==> config.mk <==
export PLATFORM = sky130hd
export DESIGN_NAME = wordrot_cipher
export DESIGN_NICKNAME = d
export VERILOG_FILES = /design/src/rtl/wrc_pkg.sv /design/src/rtl/wrc_rotl.sv /design/src/rtl/wrc_key_bank.sv /design/src/rtl/wrc_round.sv /design/src/rtl/wrc_ctrl.sv /design/src/rtl/wordrot_cipher.sv
export SDC_FILE = /design/constraint.sdc
export NUM_CORES = 1
export LEC_CHECK = 0
export CAP_MARGIN = 20
export CORE_MARGIN = 3
export CORE_UTILIZATION = 55
export DETAILED_ROUTE_END_ITERATION = 10
export DONT_BUFFER_PORTS = 1
export HOLD_SLACK_MARGIN = 0.1
export PLACE_DENSITY = 0.78
export SLEW_MARGIN = 5
export SYNTH_ARGS = -nofsm -noshare
export SYNTH_HDL_FRONTEND = slang
export SYNTH_SLANG_ARGS = --single-unit
==> constraint.sdc <==
create_clock -name clk -period 16.9 [get_ports clk]
set_input_delay 1.69 -clock clk [delete_from_list [all_inputs] [get_ports clk]]
set_output_delay 1.69 -clock clk [all_outputs]
set_load 0.02 [all_outputs]
==> src/rtl/wrc_pkg.sv <==
package wrc_pkg;
  typedef enum logic [1:0] {
    PH_IDLE   = 2'd0,
    PH_WHITEN = 2'd1,
    PH_ROUND  = 2'd2,
    PH_FINAL  = 2'd3
  } phase_e;
endpackage

==> src/rtl/wrc_rotl.sv <==
// Left rotation of a word by a run-time amount taken from log2(W) bits.
module wrc_rotl #(
  parameter int W  = 8,
  parameter int SW = $clog2(W)
) (
  input  logic [W-1:0]  x,
  input  logic [SW-1:0] amt,
  output logic [W-1:0]  y
);
  logic [2*W-1:0] dbl;

  always_comb begin
    dbl = {x, x} << amt;
    y   = dbl[2*W-1:W];
  end
endmodule

==> src/rtl/wrc_key_bank.sv <==
// Single-port key store with synchronous read, shaped for block RAM inference.
module wrc_key_bank #(
  parameter int W     = 8,
  parameter int DEPTH = 14,
  parameter int AW    = $clog2(DEPTH)
) (
  input  logic          clk,
  input  logic          we,
  input  logic [AW-1:0] waddr,
  input  logic [W-1:0]  wdata,
  input  logic [AW-1:0] raddr,
  output logic [W-1:0]  rdata
);
  logic [W-1:0]  mem [DEPTH];
  logic [AW-1:0] addr;

  // one port: a write takes the port, otherwise the read address does
  assign addr = we ? waddr : raddr;

  always_ff @(posedge clk) begin
    if (we) mem[addr] <= wdata;
    rdata <= mem[addr];
  end
endmodule

==> src/rtl/wrc_round.sv <==
// One full cipher round, combinational, including the word permutation.
module wrc_round #(
  parameter int W = 8
) (
  input  logic [W-1:0] a,
  input  logic [W-1:0] b,
  input  logic [W-1:0] c,
  input  logic [W-1:0] d,
  input  logic [W-1:0] key_even,
  input  logic [W-1:0] key_odd,
  output logic [W-1:0] na,
  output logic [W-1:0] nb,
  output logic [W-1:0] nc,
  output logic [W-1:0] nd
);
  localparam int SW = $clog2(W);
  localparam logic [SW-1:0] K_AMT = SW'(SW);

  logic [W-1:0] sq_b, sq_d, t_w, u_w, ax, cx, ar, cr;

  always_comb begin
    sq_b = b * {b[W-2:0], 1'b1};
    sq_d = d * {d[W-2:0], 1'b1};
  end

  wrc_rotl #(.W(W)) u_rot_t (.x(sq_b), .amt(K_AMT), .y(t_w));
  wrc_rotl #(.W(W)) u_rot_u (.x(sq_d), .amt(K_AMT), .y(u_w));

  assign ax = a ^ t_w;
  assign cx = c ^ u_w;

  // amounts come from the low log2(W) bits only
  wrc_rotl #(.W(W)) u_rot_a (.x(ax), .amt(u_w[SW-1:0]), .y(ar));
  wrc_rotl #(.W(W)) u_rot_c (.x(cx), .amt(t_w[SW-1:0]), .y(cr));

  always_comb begin
    na = b;
    nb = cr + key_odd;
    nc = d;
    nd = ar + key_even;
  end
endmodule

==> src/rtl/wrc_ctrl.sv <==
// Phase sequencer: idle, whitening, r rounds, final key addition.
module wrc_ctrl
  import wrc_pkg::*;
#(
  parameter int ROUNDS = 12,
  parameter int AW     = $clog2(ROUNDS + 2)
) (
  input  logic          clk,
  input  logic          rst,
  input  logic          blk_we,
  output phase_e        phase_o,
  output logic [AW-1:0] rd_addr_o,
  output logic          done_o
);
  localparam int LW = AW + 1;

  phase_e        phase_q;
  logic [AW-1:0] step_q;
  logic [LW-1:0] lat_cnt;

  always_ff @(posedge clk) begin
    if (rst) begin
      phase_q <= PH_IDLE;
      step_q  <= '0;
      done_o  <= 1'b0;
    end else begin
      done_o <= 1'b0;
      case (phase_q)
        PH_IDLE:   if (blk_we) phase_q <= PH_WHITEN;
        PH_WHITEN: begin
          phase_q <= PH_ROUND;
          step_q  <= AW'(1);
        end
        PH_ROUND:  begin
          if (step_q == AW'(ROUNDS)) phase_q <= PH_FINAL;
          else                       step_q  <= step_q + 1'b1;
        end
        default: begin
          phase_q <= PH_IDLE;
          done_o  <= 1'b1;
        end
      endcase
    end
  end

  // address for the key pair needed in the following cycle
  always_comb begin
    case (phase_q)
      PH_WHITEN: rd_addr_o = AW'(1);
      PH_ROUND:  rd_addr_o = step_q + 1'b1;
      default:   rd_addr_o = '0;
    endcase
  end

  assign phase_o = phase_q;

  // cycle count since the accepting edge, for the latency property
  always_ff @(posedge clk) begin
    if (rst)                   lat_cnt <= '0;
    else if (phase_q == PH_IDLE) lat_cnt <= '0;
    else                       lat_cnt <= lat_cnt + 1'b1;
  end

  assert_latency_R5: assert property (@(posedge clk) disable iff (rst)
    done_o |-> lat_cnt == LW'(ROUNDS + 2));

  assert_done_pulse_R6: assert property (@(posedge clk) disable iff (rst)
    done_o |=> !done_o);

  assert_no_restart_R8: assert property (@(posedge clk) disable iff (rst)
    (phase_q != PH_IDLE && blk_we) |=> phase_q != PH_WHITEN);

  assert_done_ready_R10: assert property (@(posedge clk) disable iff (rst)
    done_o |-> phase_q == PH_IDLE);
endmodule

==> src/rtl/wordrot_cipher.sv <==
module wordrot_cipher
  import wrc_pkg::*;
#(
  parameter int WORD_W = 8,
  parameter int ROUNDS = 12,
  parameter int KIDX_W = $clog2(2 * ROUNDS + 4)
) (
  input  logic                clk,
  input  logic                rst,
  input  logic                key_we_i,
  input  logic [KIDX_W-1:0]   key_idx_i,
  input  logic [WORD_W-1:0]   key_data_i,
  input  logic                blk_we_i,
  input  logic [4*WORD_W-1:0] blk_i,
  output logic                done_o,
  output logic [4*WORD_W-1:0] blk_o
);
  localparam int NKEYS = 2 * ROUNDS + 4;
  localparam int DEPTH = ROUNDS + 2;
  localparam int AW    = KIDX_W - 1;
  localparam int W     = WORD_W;

  phase_e        phase;
  logic [AW-1:0] rd_addr;
  logic          key_wr;
  logic [W-1:0]  bank_rd [2];
  logic [W-1:0]  wa, wb, wc, wd;
  logic [W-1:0]  ra, rb, rc, rd;

  // key port only owns the banks while idle and not starting
  assign key_wr = key_we_i && (phase == PH_IDLE) && !blk_we_i
                  && ({1'b0, key_idx_i} < (KIDX_W + 1)'(NKEYS));

  for (genvar p = 0; p < 2; p++) begin : g_bank
    wrc_key_bank #(.W(W), .DEPTH(DEPTH), .AW(AW)) u_bank (
      .clk   (clk),
      .we    (key_wr && (key_idx_i[0] == 1'(p))),
      .waddr (key_idx_i[KIDX_W-1:1]),
      .wdata (key_data_i),
      .raddr (rd_addr),
      .rdata (bank_rd[p])
    );
  end

  wrc_ctrl #(.ROUNDS(ROUNDS), .AW(AW)) u_ctrl (
    .clk       (clk),
    .rst       (rst),
    .blk_we    (blk_we_i),
    .phase_o   (phase),
    .rd_addr_o (rd_addr),
    .done_o    (done_o)
  );

  wrc_round #(.W(W)) u_round (
    .a(wa), .b(wb), .c(wc), .d(wd),
    .key_even (bank_rd[0]),
    .key_odd  (bank_rd[1]),
    .na(ra), .nb(rb), .nc(rc), .nd(rd)
  );

  always_ff @(posedge clk) begin
    if (rst) begin
      wa    <= '0;
      wb    <= '0;
      wc    <= '0;
      wd    <= '0;
      blk_o <= '0;
    end else begin
      case (phase)
        PH_IDLE: if (blk_we_i) begin
          wa <= blk_i[3*W +: W];
          wb <= blk_i[2*W +: W];
          wc <= blk_i[W +: W];
          wd <= blk_i[0 +: W];
        end
        PH_WHITEN: begin
          wb <= wb + bank_rd[0];
          wd <= wd + bank_rd[1];
        end
        PH_ROUND: begin
          wa <= ra;
          wb <= rb;
          wc <= rc;
          wd <= rd;
        end
        default: blk_o <= {wa + bank_rd[0], wb, wc + bank_rd[1], wd};
      endcase
    end
  end

  assert_hold_R7: assert property (@(posedge clk) disable iff (rst)
    !done_o |-> $stable(blk_o));

  assert_key_idle_R9: assert property (@(posedge clk) disable iff (rst)
    key_wr |=> phase == PH_IDLE);

  assert_first_zero_R1: assert property (@(posedge clk) disable iff (rst)
    ($past(blk_o) == '0 && !done_o) |-> blk_o == '0);
endmodule

==> metrics.cfg <==
[cts]
cts_max_level=2
clk_path_buf_depth=3
cts_buffers=34
cts_root_buf=clkbuf_16
clk-insertion-delay-late_ps=520
path_clk_slew_ps=70
cts_tree=yes
postCtsHoldBufs=0
cts_setup_buffers=0
cts.sinks=311
cts_resized=0

[layout]
drive_gt1_frac=0.08436
antenna_cells=0
syn_to_final_growth_pct=8.754
utilization=0.6181
instances_no_fill=1753
finalNetCount=1502
n_fill_cell=2173

[drt]
routedWlPerCell_um=21.53
drt_pre_antenna_iters=8
viasPerCell=6.041
num_vias=10590
drt_iter0_markers=805
routed_wl_um=37740
route.detailed.drc=0
ant_nets=0

[sta]
min_period_over_period=0.3910
fmax_mhz=151.3
slew_headroom=0.3125
fin_setup_tns_ps=0
setup_viol=0
rsz0062_at_grt=false
tightest_slew_ps=1024
hold_viol=0
finalCriticalPeriod_ps=6608
layout_setup_ws_ps=10290
slew_violations=0
skew_ps=11.04

[yosys]
ys_top_cells_by_count=edfxtp_1 (224), mux2i_1 (143), nor2_1 (122)
synth_cell_types=61
syn-num-nets=1515
synth_top_cell_area_share=0.4191
yosysMostFrequentCell=edfxtp_1
synth-edff-count=224
yosys_warnings=0
synth_ff_type=edfxtp_1
synth_seq_cells=311
ys_seq_area_frac=0.5276
syn_area_mm2=0.01605
syn_avg_cell_area_um2=11.78
synth_cells=1363
yosysTopAreaCell=edfxtp_1
synth.area.top_cells=edfxtp_1 (42%), dfxtp_1 (11%), mux2i_1 (8.9%)
async_flop_share=0

[global_routing]
grt_usage=0.2429
grt_pass1_vias=10480
antenna_found_initial=1
grt_pass1_wl_um=58840
grt_max_degree=75
grt-ovfl-total=0

[floorplan]
die_h_um=176.8
fp.dieArea_mm2=0.03127
ios=82
dieWidth_um=176.8
rows=61
core_mm2=0.02824
start_util=0.5684

[power_and_ir_drop]
leakagePower_nw=6.763
finalPower_mw=3.468
vdd_drop_max_mv=0.1642
power_per_cell_area_mw_per_mm2=198.7

[setup_path]
worstSetupStartpointType=register
r2r_end=wb[6]
cp_data_required_time_ps=17320
critPathTopFamily=adder cells
path_buf_inv=4
reg2regPathDepth=26
r2r_start=wd[2]
crit_end=wb[6]
crit_type=reg -> reg
startpoint=wd[2]
cp_slowest_stage_delay_ps=650
cp-end-kind=register
path_depth=26
cp.arrival_ps=7030
critical_path.slowest_cell=xnor3_1
r2r_setup_slack_ps=10290
cp_max_fo=11

[placed_design]
dp_slack_ps=10370
place.gp.congestion=0.9159
hpwl_um=25590
placed_cells=1688
io_buffers=0

[job]
max-cap-violations=0

[worst_hold_path]
min_path_type=reg -> reg
hold_path_depth=2

[status]
status=finished, final reports clean

-- stage by stage --
| stage | hold slack [ps] | cell area [um^2] |
|---|---|---|
| after CTS | 537.0 | 17430 |
| after detailed placement | 520.1 | 16360 |
| final | 539.2 | 17460 |
| after global routing | 557.1 | 17460 |
| after global placement | 513.2 | 16360 |
| after floorplan | 472.2 | 16050 |
-- where the power goes --
| part | total [mW] | internal, mW | switching [mW] |
|---|---|---|---|
| clock network | 0.714 | 0.412 | 0.302 |
| registers | 0.950 | 0.862 | 0.0881 |
| logic | 1.80 | 0.767 | 1.04 |
| total | 3.47 | 2.04 | 1.43 |
-- sequential cells by signal (all words and copies together), names as in the netlist --
register,cells
wb,8
wa,8
g_bank.u_bank.mem,224
u_ctrl.done_o,1
u_ctrl.phase_o,2
wd,8
u_ctrl.step_q,4
g_bank.u_bank.rdata,16
blk_o,32
wc,8
-- final cells by class --
type                    instances  area [um^2]  area share
well taps                     378        473.0     0.02709
clock buffers                  44        898.4     0.05147
clock inverters                17        172.7    0.009892
multi-input cells             904         7010      0.4016
flip-flops and latches        311         8468      0.4851
repair buffers                 17        125.1    0.007168
inverters                      82        307.8     0.01763
-- placed cells by master, fill, tap and decap left out, types with 4 or more instances in the layout --
master | synthesis | routed
edfxtp_1 | 224 | 224
mux2i_1 | 143 | 143
nor2_1 | 122 | 122
dfxtp_1 | 87 | 87
inv_1 | 82 | 82
nand2_1 | 79 | 79
ha_1 | 79 | 77
a21oi_1 | 70 | 70
xnor2_1 | 46 | 46
nor3_1 | 43 | 43
o21ai_0 | 41 | 41
mux2_2 | 38 | 38
clkbuf_16 | 0 | 34
a211oi_1 | 24 | 24
fa_1 | 24 | 24
xor2_1 | 22 | 22
o22ai_1 | 17 | 17
a32o_1 | 16 | 16
a221oi_1 | 16 | 16
a21o_1 | 14 | 14
buf_4 | 2 | 14
nand2b_1 | 10 | 10
and2_1 | 9 | 9
nor2b_1 | 9 | 9
or3_1 | 9 | 9
clkbuf_1 | 34 | 9
clkinv_2 | 0 | 9
nand3_1 | 8 | 8
o21a_1 | 7 | 7
o21bai_1 | 7 | 7
nand3b_1 | 4 | 4
-- routing by layer --
layer	track usage	wire length, um
met1	0.3250	15790
met5	0	7
met3	0.04590	2557
met4	0.08085	1148
met2	0.4017	18240
-- cells by family (layout without fill, tap and decap cells) --
logic type,Yosys count,after routing,share of synthesized area
flip-flops,311,311,0.5276
buffers and inverters,148,160,0.03726
multiplexers,182,182,0.1167
adder cells (fa/ha/maj),103,103,0.09152
AO/OA/AOI/OAI,237,237,0.09807
XOR/XNOR,71,71,0.04132
AND/OR/NAND/NOR,311,311,0.08754
-- tightest hold or removal path, cell delays in order (launching register included) --
cell	delay (ps)
dfxtp_1	340
nor2_1	110
a211oi_1	50
-- worst min-delay path by stage --
stage | start | end
finish | wa[7] | wa[7]
global route | u_ctrl.step_q[3] | u_ctrl.step_q[3]
CTS | wa[7] | wa[7]
detailed placement | u_ctrl.phase_o[1] | u_ctrl.phase_o[1]
global placement | u_ctrl.phase_o[1] | u_ctrl.phase_o[1]
floorplan | wd[6] | wd[6]
No activity file was read; power rests on OpenSTA's default activity.
